## src/rtl/lfc_pkg.sv

```systemverilog
`timescale 1ns/1ps
package lfc_pkg;
    typedef enum logic [1:0] {
        ST_IDLE,
        ST_ISSUE,
        ST_COLLECT,
        ST_DONE
    } fill_state_e;
endpackage

```

## src/rtl/lfc_beat_gen.sv

```systemverilog
`timescale 1ns/1ps
// Holds the line address of the current miss and steps the bank index
// once per address beat.
module lfc_beat_gen #(
    parameter int NUM_BANKS   = 4,
    parameter int LINE_ADDR_W = 26
) (
    input  logic                                   clk,
    input  logic                                   rst,
    input  logic                                   load,
    input  logic [LINE_ADDR_W-1:0]                 line_addr_in,
    input  logic                                   issue_en,
    output logic                                   beat_valid,
    output logic [LINE_ADDR_W+$clog2(NUM_BANKS)-1:0] beat_addr,
    output logic                                   last_beat
);
    localparam int IDX_W = $clog2(NUM_BANKS);
    localparam logic [IDX_W-1:0] LAST_IDX = IDX_W'(NUM_BANKS - 1);

    logic [LINE_ADDR_W-1:0] line_q;
    logic [IDX_W-1:0]       idx_q;

    always_ff @(posedge clk) begin
        if (rst) begin
            line_q <= '0;
            idx_q  <= '0;
        end else if (load) begin
            line_q <= line_addr_in;
            idx_q  <= '0;
        end else if (issue_en) begin
            if (idx_q == LAST_IDX) begin
                idx_q <= '0;
            end else begin
                idx_q <= idx_q + IDX_W'(1);
            end
        end
    end

    assign beat_valid = issue_en;
    assign beat_addr  = {line_q, idx_q};
    assign last_beat  = issue_en && (idx_q == LAST_IDX);
endmodule

```

## src/rtl/lfc_line_asm.sv

```systemverilog
`timescale 1ns/1ps
// Steers each returning word into the slot selected by the receive count.
module lfc_line_asm #(
    parameter int NUM_BANKS = 4,
    parameter int WORD_W    = 64
) (
    input  logic                          clk,
    input  logic                          rst,
    input  logic                          take_en,
    input  logic                          word_valid,
    input  logic [WORD_W-1:0]             word_in,
    output logic [NUM_BANKS*WORD_W-1:0]   line_out,
    output logic                          last_word
);
    localparam int IDX_W = $clog2(NUM_BANKS);
    localparam logic [IDX_W-1:0] LAST_IDX = IDX_W'(NUM_BANKS - 1);

    logic [IDX_W-1:0] cnt_q;
    logic             capture;

    assign capture   = take_en && word_valid;
    assign last_word = capture && (cnt_q == LAST_IDX);

    always_ff @(posedge clk) begin
        if (rst) begin
            cnt_q <= '0;
        end else if (capture) begin
            if (cnt_q == LAST_IDX) begin
                cnt_q <= '0;
            end else begin
                cnt_q <= cnt_q + IDX_W'(1);
            end
        end
    end

    for (genvar g = 0; g < NUM_BANKS; g++) begin : g_slot
        logic [WORD_W-1:0] word_q;

        always_ff @(posedge clk) begin
            if (rst) begin
                word_q <= '0;
            end else if (capture && (cnt_q == IDX_W'(g))) begin
                word_q <= word_in;
            end
        end

        assign line_out[g*WORD_W +: WORD_W] = word_q;
    end
endmodule

```

## src/rtl/line_fill_ctrl.sv

```systemverilog
`timescale 1ns/1ps
module line_fill_ctrl #(
    parameter int NUM_BANKS   = 4,
    parameter int WORD_W      = 64,
    parameter int LINE_ADDR_W = 26
) (
    input  logic                                     clk,
    input  logic                                     rst,
    input  logic                                     miss_valid,
    output logic                                     miss_ready,
    input  logic [LINE_ADDR_W-1:0]                   miss_line_addr,
    output logic                                     bus_addr_valid,
    output logic [LINE_ADDR_W+$clog2(NUM_BANKS)-1:0] bus_addr,
    input  logic                                     bus_data_valid,
    input  logic [WORD_W-1:0]                        bus_data,
    output logic                                     line_valid,
    output logic [NUM_BANKS*WORD_W-1:0]              line_data
);
    import lfc_pkg::*;

    fill_state_e state_q, state_d;
    logic        accept;
    logic        issue_en;
    logic        take_en;
    logic        last_beat;
    logic        last_word;

    assign accept = miss_valid && miss_ready;

    // State register
    always_ff @(posedge clk) begin
        if (rst) begin
            state_q <= ST_IDLE;
        end else begin
            state_q <= state_d;
        end
    end

    // Transitions: accept, beats_sent, line_full, release
    always_comb begin
        state_d = state_q;
        unique case (state_q)
            ST_IDLE:    if (accept)    state_d = ST_ISSUE;
            ST_ISSUE:   if (last_beat) state_d = ST_COLLECT;
            ST_COLLECT: if (last_word) state_d = ST_DONE;
            ST_DONE:                   state_d = ST_IDLE;
            default:                   state_d = ST_IDLE;
        endcase
    end

    // Outputs per state
    always_comb begin
        miss_ready = 1'b0;
        issue_en   = 1'b0;
        take_en    = 1'b0;
        line_valid = 1'b0;
        unique case (state_q)
            ST_IDLE:    miss_ready = 1'b1;
            ST_ISSUE: begin
                issue_en = 1'b1;
                take_en  = 1'b1;
            end
            ST_COLLECT: take_en    = 1'b1;
            ST_DONE:    line_valid = 1'b1;
            default:    miss_ready = 1'b0;
        endcase
    end

    lfc_beat_gen #(
        .NUM_BANKS   (NUM_BANKS),
        .LINE_ADDR_W (LINE_ADDR_W)
    ) u_beat_gen (
        .clk          (clk),
        .rst          (rst),
        .load         (accept),
        .line_addr_in (miss_line_addr),
        .issue_en     (issue_en),
        .beat_valid   (bus_addr_valid),
        .beat_addr    (bus_addr),
        .last_beat    (last_beat)
    );

    lfc_line_asm #(
        .NUM_BANKS (NUM_BANKS),
        .WORD_W    (WORD_W)
    ) u_line_asm (
        .clk        (clk),
        .rst        (rst),
        .take_en    (take_en),
        .word_valid (bus_data_valid),
        .word_in    (bus_data),
        .line_out   (line_data),
        .last_word  (last_word)
    );
endmodule

```

## config.mk

```make
export PLATFORM = sky130hd
export DESIGN_NAME = line_fill_ctrl
export DESIGN_NICKNAME = d
export VERILOG_FILES = /design/src/rtl/lfc_pkg.sv /design/src/rtl/lfc_beat_gen.sv /design/src/rtl/lfc_line_asm.sv /design/src/rtl/line_fill_ctrl.sv
export SDC_FILE = /design/constraint.sdc
export NUM_CORES = 1
export LEC_CHECK = 0
export BUFFER_PORTS_ARGS = -buffer_cell sky130_fd_sc_hd__buf_2
export CAP_MARGIN = 20
export CORE_ASPECT_RATIO = 1.1
export CORE_UTILIZATION = 40
export DETAILED_ROUTE_END_ITERATION = 10
export PLACE_DENSITY_LB_ADDON = 0.12
export RECOVER_POWER = 50
export REMOVE_ABC_BUFFERS = 1
export SYNTH_ARGS = -nofsm -noshare
export SYNTH_HDL_FRONTEND = slang
export SYNTH_SLANG_ARGS = --single-unit
```

## constraint.sdc

```tcl
create_clock -name clk -period 4.1 [get_ports clk]
set_input_delay 0.41 -clock clk [delete_from_list [all_inputs] [get_ports clk]]
set_output_delay 0.41 -clock clk [all_outputs]
set_load 0.02 [all_outputs]
```

Yosys cells after proc, flatten, opt, wreduce, memory -nomap -nowiden --
Index checks and enable logic that the tools add are counted.
Operators by class: add/subtract/negate cells 2, equality and inequality tests 10, reductions and logical operators 12, multiplexer cells 10
Operators with widths (count):
- == test 2 bit (second input constant) | 5
- two-way mux 2 bit | 5
- case mux 2 bit (4 select lines) | 1
- logical AND 1 bit | 7
- inequality test 2 bit (second input constant) | 3
- adder 2 x 1 -> 2 bit (second input constant) | 2
- == test 2 x 1 -> 1 bit (second input constant) | 2
- zero test 2 bit | 2
- two-way mux 1 bit | 4
- OR reduction 2 bit | 2
- AND reduction 3 bit | 1
Word-level totals: output and inout bits 287, word-level logic and storage cells 42, input bits 94, register bits 288

Longest topological paths before layout --
Gate-level depths: netlist (run 1).
depth after elaboration 7, depth in mapped cells 8

Modules after synthesis --
Synthesis (run 1) repeated with hierarchy kept, for this count alone.
Unflattened totals: cells, all modules 1032, area total of the unflattened synthesis 11468.5 um2
Modules (own cells, without submodules):
- lfc_line_asm | times used 1, area an instance 10251.1 um2, cells each 919
- lfc_beat_gen | times used 1, area an instance 1031.0 um2, cells each 94
- line_fill_ctrl | times used 1, area an instance 186.4 um2, cells each 19

Worst setup path before layout (run 1) --
Ideal clock, no wire load.
path kind flip-flop to flip-flop, from register state_q[0], to register u_line_asm.g_slot[0].word_q[36], setup slack 2571 ps, arrival 1386 ps, cell stages (with the launch flop) 9, required time 3957 ps, path buffers 3, path through dfxtp_1 inv_1 ha_1 buf_6 and3_1 buf_8 buf_6 nand2_1 a21oi_2
On the way: longest elaborated chain between the ends 5, elaborated cells on any way between the ends 6, classes of those cells eq/ne: 2; mux: 1; reduce/logical: 3
Ends and longest elaborated chain:
- from (decl) | RTL line line_fill_ctrl.sv:21 | fill_state_e state_q, state_d;
- from (signal assigned) | RTL line line_fill_ctrl.sv:35 | state_q <= state_d;
- == test 2 bit or == test 2 x 1 -> 1 bit (tied branches) | RTL line line_fill_ctrl.sv:57 | unique case (state_q)
- OR reduction 2 bit (no source line) (*)
- two-way mux 1 bit (*) | RTL line line_fill_ctrl.sv:57
- logical AND 1 bit (*) | RTL line lfc_line_asm.sv:21 | assign capture = take_en && word_valid;
- logical AND 1 bit (*) | RTL line lfc_line_asm.sv:42 | end else if (capture && (cnt_q == IDX_W'(g))) begin
- to (signal assigned) | RTL line lfc_line_asm.sv:43 | word_q <= word_in;
- to (decl) | RTL line lfc_line_asm.sv:37 | logic [WORD_W-1:0] word_q;
Every way passes the cells marked *; elsewhere a longest branch is shown, timed or not. A chain may end at the register's enable or synchronous reset.

Final worst setup path (run 1) --
from register state_q[0], to register u_line_asm.g_slot[2].word_q[38]
On the way: longest elaborated chain between the ends 5, elaborated cells on any way between the ends 6, classes of those cells eq/ne: 2; mux: 1; reduce/logical: 3
Ends and longest elaborated chain (RTL line):
- == test 2 bit or == test 2 x 1 -> 1 bit (tied branches) | line_fill_ctrl.sv:57
- OR reduction 2 bit (no source line) (*)
- two-way mux 1 bit (*) | line_fill_ctrl.sv:57
- logical AND 1 bit (*) | lfc_line_asm.sv:21
- logical AND 1 bit (*) | lfc_line_asm.sv:42
- to (signal assigned) | lfc_line_asm.sv:43
- to (decl) | lfc_line_asm.sv:37
Marked as above.

==> results of run 1 <==
## cells in the mapped netlist
master and number:
buf_4 2, nand3_2 4, and3_1 3, inv_1 5, a21oi_2 240, dfxtp_1 288
ha_1 9, a221o_1 1, buf_6 21, nand2_1 567, nor3_1 3, a211oi_2 1
clkbuf_1 5, nor2_1 3, and2_1 1, buf_8 8, nand2b_1 2, buf_2 56
nand3_1 1, and3_4 1, nor2b_1 1, mux2i_1 4, a21oi_1 43
## cell usage in the layout (no fill, tap or decap), types with 8 or more instances in the layout
cell type | Yosys | final
dfxtp_1 | 288 | 288
a21oi_2 | 240 | 240
nand2_1 | 567 | 567
buf_4 | 2 | 10
ha_1 | 9 | 9
clkbuf_16 | 0 | 31
clkbuf_1 | 5 | 292
clkbuf_8 | 0 | 8
a21oi_1 | 43 | 43
buf_2 | 56 | 94
## cell families (layout without fill, tap and decap cells)
family                     after synthesis  after routing  synth area share
adders and majority gates                9              9            0.0101
buffers and inverters                   97            449            0.0615
and+or+nand+nor                        586            586             0.201
DFF                                    288            288             0.515
other                                    0              2                 0
muxes                                    4              4           0.00357
AOI/OAI and AO/OA                      285            285             0.209
## where the power goes
| group | total (mW) | internal [mW] | switching [mW] | leakage [nW] |
|---|---|---|---|---|
| registers | 3.16 | 3.03 | 0.128 | 2.33 |
| clock network | 2.81 | 1.71 | 1.10 | 0.503 |
| logic | 1.52 | 0.405 | 1.12 | 1.58 |
## metal layers
layer | GRT usage | vias up
li1 | - | 4734
met2 | 0.402 | 296
met5 | 0 | -
met1 | 0.274 | 4414
met4 | 0.0719 | 0
met3 | 0.0594 | 39
## flip-flops by register name, indices dropped and copies added, names as in the netlist
register / count
state_q: 2
u_beat_gen.line_q: 26
u_line_asm.g_slot.word_q: 256
u_line_asm.cnt_q: 2
u_beat_gen.idx_q: 2
## worst min-delay path: cells and delay by family
| family | cells | cell delay, ns |
|---|---|---|
| AO/OA/AOI/OAI | 1 | 0.05 |
| buffers and inverters | 1 | 0.09 |
| AND/OR/NAND/NOR | 1 | 0.04 |
## cell type report
type                    count  area (sq um)  area share
diodes                      2          5.00    0.000366
clock buffers              46           912      0.0667
clock inverters             6           109     0.00796
inverters                   5          18.8     0.00137
multi-input cells         884          4750       0.347
flip-flops and latches    288          5770       0.422
well taps                 357           447      0.0327
repair buffers            392          1670       0.122
## through the flow
| stage | setup WS, ns | power [mW] | cell area (sq um) | instances | utilization |
|---|---|---|---|---|---|
| floorplan | 1.66 | 4.15 | 10500 | 1177 | - |
| global placement | 1.58 | 4.78 | 13000 | 1926 | 0.477 |
| detailed placement | 1.52 | 4.81 | 13000 | 1926 | 0.477 |
| CTS | 1.51 | 7.63 | 14000 | 1978 | 0.514 |
| global route | 1.27 | 7.84 | 13700 | 1980 | 0.502 |
| finish | 1.53 | 7.50 | 13700 | 1980 | 0.502 |
## worst paths after layout
check,endpoint,from,slack (ns),cells after the start
setup / recovery,u_line_asm.g_slot[2].word_q[38],state_q[0],1.53,6
hold / removal,u_beat_gen.line_q[2],miss_line_addr[2],0.11,3
setup reg to reg,u_line_asm.g_slot[2].word_q[38],state_q[0],1.53,6
hold reg to reg,u_beat_gen.line_q[11],u_beat_gen.line_q[11],0.45,2
==> results.sh, run 1 <==
export IMPL_status="complete, no violations"
export IMPL_dr_wl_met3_um=2450
export IMPL_first_pass_iters=4
export IMPL_worstPathBufferInverterCount=2
export IMPL_cts_max_path_buffers=3
export IMPL_cts_resized=0
export IMPL_setup_viol=0
export IMPL_fin_crit_sh=0.626
export IMPL_final_nets=1705
export IMPL_wirelength_um=34300
export IMPL_syn2layout_area_growth_pct=22.1
export IMPL_cp_max_fo=44
export IMPL_p_leak_nw=4.41
export IMPL_cts_tree="done"
export IMPL_fp_dieH_um=178
export IMPL_synth_area_leader_cell="dfxtp_1"
export IMPL_seq_area_frac_synth=0.515
export IMPL_grt_pass1_wl_um=51800
export IMPL_crit_path_end_kind="flip-flop"
export IMPL_via_per_inst=4.79
export IMPL_grt_max_degree=97
export IMPL_highest_layer="met4"
export IMPL_root_buffer="clkbuf_16"
export IMPL_clock_sinks=288
export IMPL_fmax_ghz=0.390
export IMPL_dieArea_sq_um=28700
export IMPL_grt_overflow=0
export IMPL_finalHoldViolCount=0
export IMPL_layout_min_cycle_time_ns=2.57
export IMPL_rows=63
export IMPL_rsz0062_at_grt="no"
export IMPL_yosysWarnings=0
export IMPL_htree_levels=1
export IMPL_worst_setup_path_type="flip-flop to flip-flop"
export IMPL_critPathLaunchType="flip-flop"
export IMPL_yosys_top_cells_area="dfxtp_1, nand2_1, a21oi_2"
export IMPL_ir_worst_vdd_mv=0.298
export IMPL_worstMarginPinSlew_ns=1.00
export IMPL_p_per_area_nw_per_um2=548
export IMPL_routed_wl_met2_um=16400
export IMPL_drtIter0Drc=495
export IMPL_ys_ff_latch=288
export IMPL_clkTransAtPathRegs_ns=0.06
export IMPL_relSlewSlack=0.330
export IMPL_netlist_area_sq_um=11200
export IMPL_synth_avg_cell_area_sq_um=8.83
export IMPL_portBuffers=380
export IMPL_initial_utilization=0.411
export IMPL_crit_required_ns=4.57
export IMPL_drive_above_1_share=0.247
export IMPL_place_gp_congestion=0.795
export IMPL_clock_latency_ns=0.54
export IMPL_synth_top_area_share=0.515
export IMPL_worstHoldPathType="input pin to flip-flop"
export IMPL_cap_violations=0
export IMPL_slowest_stage="and3_2"
export IMPL_slew_viol_final=0
export IMPL_holdBufCountCts=0
export IMPL_timing_hold_ws_ns=0.105
export IMPL_crit_chain="inv_1, ha_1, and3_2, buf_4, nand2_1, a21oi_2"
export IMPL_drc=0
export IMPL_core_area_sq_um=27300
export IMPL_track_usage=0.230
export IMPL_pin_count=381
export IMPL_timing_setup_tns_ns=0
export IMPL_path_delay_family="simple AND/OR/NAND/NOR gates"
export IMPL_worstPathArrival_ns=3.04
export IMPL_nFillCells=2826
export IMPL_routedWlPerCell_um=17.3
export IMPL_finClkSkew_ns=0.00781
export IMPL_hpwl_um=22600
export IMPL_cts_setup_buffers=0
export IMPL_cts_made_buffers=31
export IMPL_synth_cells=1269
export IMPL_drtAntennaViolNets=0
export IMPL_grt_pass1_vias=9066
export IMPL_dieWidth_um=162
export IMPL_critical_path_max_stage_delay_ns=0.89
export IMPL_ys_types=23
export IMPL_vias=9483
export IMPL_antenna_found_initial=2
export IMPL_met1_length_um=14600
(Power assumes the default switching activity.)
==> run 2: changes to the inputs <==
- clock period: 4.1 -> 2.4 ns (I/O delays scaled with it)
==> run 2 against run 1 <==
  * Critical path depth is the same
  * Flip-flop and latch count is the same
  * Clock power grew 65%
  * Non-clock buffer count grew 102
  * Die area is the same
  * Hold slack lost 0.034 ns
  * Wire length grew 4.1%
  * Largest power group unchanged
==> results.sh, run 2 (synthesis results as in run 1) <==
export IMPL_postLayoutSetupSlackWorst_ns=0.441
export IMPL_drtAntennaViolNets=0
export IMPL_p_leak_nw=4.87
export IMPL_clockPowerShare=0.360
export IMPL_slew_viol_final=0
export IMPL_cts_setup_buffers=0
export IMPL_crit_start="state_q[0]"
export IMPL_status="complete, no violations"
export IMPL_worstMarginPinSlew_ns=0.528
export IMPL_fin_area_sq_um=14700
export IMPL_syn2layout_area_growth_pct=31.6
export IMPL_regMostFlops="u_line_asm.g_slot.word_q"
export IMPL_worstPathBufferInverterCount=2
export IMPL_grt_pass1_wl_um=54700
export IMPL_grt_overflow=0
export IMPL_drtIter0Drc=450
export IMPL_crit_path_end_kind="flip-flop"
export IMPL_cts_made_buffers=30
export IMPL_ir_worst_vdd_mv=0.581
export IMPL_cts_tree="done"
export IMPL_pre_cts_ws_ns=0.442
export IMPL_layout_min_cycle_time_ns=1.96
export IMPL_switchingPower_mw=4.10
export IMPL_p_seq_frac=0.420
export IMPL_holdBufCountCts=90
export IMPL_grt_max_degree=65
export IMPL_portBuffers=380
export IMPL_rsz0062_at_grt="no"
export IMPL_largest_reg_flops=256
export IMPL_cts_resized=0
export IMPL_pin_count=381
export IMPL_clkTransAtPathRegs_ns=0.06
export IMPL_initial_utilization=0.411
export IMPL_core_area_sq_um=27300
export IMPL_fin_crit_sh=0.816
export IMPL_final_nets=1806
export IMPL_critical_path_max_stage_delay_ns=0.51
export IMPL_first_pass_iters=6
export IMPL_layout_commonest_cell="nand2_1"
export IMPL_rows=63
export IMPL_htree_levels=1
export IMPL_worst_setup_path_type="flip-flop to flip-flop"
export IMPL_fmax_ghz=0.510
export IMPL_biggestRegsByFlops="u_line_asm.g_slot.word_q: 256 flops, u_beat_gen.line_q: 26 flops"
export IMPL_worstPathArrival_ns=2.43
export IMPL_multi_input_area_sq_um=4750
export IMPL_via_per_inst=4.82
export IMPL_drc=0
export IMPL_nFillCells=2712
export IMPL_power_switching_share=0.318
export IMPL_drive_above_1_share=0.241
export IMPL_finalHoldViolCount=0
export IMPL_cts_max_path_buffers=3
export IMPL_dieWidth_um=162
export IMPL_combPwrFrac=0.221
export IMPL_dpl_cell_area_sq_um=13200
export IMPL_place_gp_congestion=0.781
export IMPL_relSlewSlack=0.648
export IMPL_routedWlPerCell_um=17.1
export IMPL_vias=10036
export IMPL_final_cell_mix="nand2_1, clkbuf_1, dfxtp_1"
export IMPL_dieArea_sq_um=28700
export IMPL_hpwl_um=22700
export IMPL_min_from="rst"
export IMPL_crit_required_ns=2.87
export IMPL_wirelength_um=35700
export IMPL_p_per_area_nw_per_um2=873
export IMPL_fp_dieH_um=178
export IMPL_root_buffer="clkbuf_16"
export IMPL_cp_max_fo=31
export IMPL_antenna_found_initial=1
export IMPL_clock_sinks=288
export IMPL_critPathLaunchType="flip-flop"
export IMPL_setup_viol=0
export IMPL_worstHoldPathType="input pin to flip-flop"
export IMPL_track_usage=0.240
export IMPL_slowest_stage="ha_1"
export IMPL_grt_pass1_vias=9847
export IMPL_crit_chain="inv_1, ha_1, and3_4, buf_12, nand2_1, a21oi_2"
export IMPL_p_int_mw=8.78
export IMPL_seq_area_sq_um=5770
export IMPL_cap_violations=0
export IMPL_finClkSkew_ns=0.0190
export IMPL_clock_latency_ns=0.55
export IMPL_path_delay_family="simple AND/OR/NAND/NOR gates"
export IMPL_r2r_start="state_q[0]"
run 2: cell types whose count changed in the layout (fill, tap and decap cells not counted):
cell           before  now
dlygate4sd3_1       0   90
buf_12              2   10
buf_4              10   14
clkinv_2            2    5
bufinv_16           3    1
and2_0              0    1
and2_1              1    0
buf_2              94   95
clkbuf_8            8    9
clkinvlp_4          0    1
diode_2             2    1
inv_6               1    0
run 2: final timing paths:
check | end | slack (ns) | depth (start not counted)
setup / recovery | u_line_asm.g_slot[1].word_q[44] | 0.44 | 6
hold reg to reg | u_beat_gen.line_q[12] | 0.46 | 2
hold / removal | u_line_asm.g_slot[3].word_q[38] | 0.07 | 2
setup reg to reg | u_line_asm.g_slot[1].word_q[44] | 0.44 | 6
run 2: per-stage QoR:
| step | power [mW] | cells | setup TNS (ns) | hold WS (ns) | util |
|---|---|---|---|---|---|
| global placement | 8.30 | 1938 | 0 | 0.438 | 0.484 |
| global route | 13.5 | 2084 | 0 | 0.0895 | 0.540 |
| floorplan | 7.10 | 1177 | -7.70 | 0.302 | - |
| CTS | 13.1 | 2083 | 0 | 0.0475 | 0.553 |
| finish | 12.9 | 2084 | 0 | 0.0712 | 0.540 |
| detailed placement | 8.34 | 1938 | 0 | 0.446 | 0.484 |
run 2: layout make-up:
type | instances | share of cell area
flip-flops and latches | 288 | 0.391
multi-input cells | 884 | 0.322
repair buffers | 494 | 0.187
clock buffers | 48 | 0.0631
well taps | 357 | 0.0303
clock inverters | 7 | 0.00424
inverters | 5 | 0.00127
diodes | 1 | 0.000170
run 2: power groups by stage:
| stage | Sequential (mW) | Clock [mW] | Combinational [mW] |
|---|---|---|---|
| global route | 5.45 | 4.93 | 3.08 |
| finish | 5.41 | 4.63 | 2.84 |
| floorplan | 5.94 | 0 | 1.16 |
| detailed placement | 5.49 | 0 | 2.85 |
| CTS | 5.39 | 4.73 | 2.97 |
| global placement | 5.47 | 0 | 2.82 |
run 2: routing by layer:
layer	wire, um	global-route usage	vias to the layer above
met5	0	0	-
met4	1270	0.0991	0
met3	2600	0.0573	70
met2	16600	0.410	345
met1	15300	0.289	4682
li1	-	-	4939
run 2: worst register-to-register path, delay by kind of cell (launching register included):
family | cells | cell delay (ns)
AND/OR/NAND/NOR | 2 | 0.54
buffers and inverters | 2 | 0.35
flip-flops | 1 | 0.36
adder cells (fa/ha/maj) | 1 | 0.51
AO/OA/AOI/OAI | 1 | 0.12
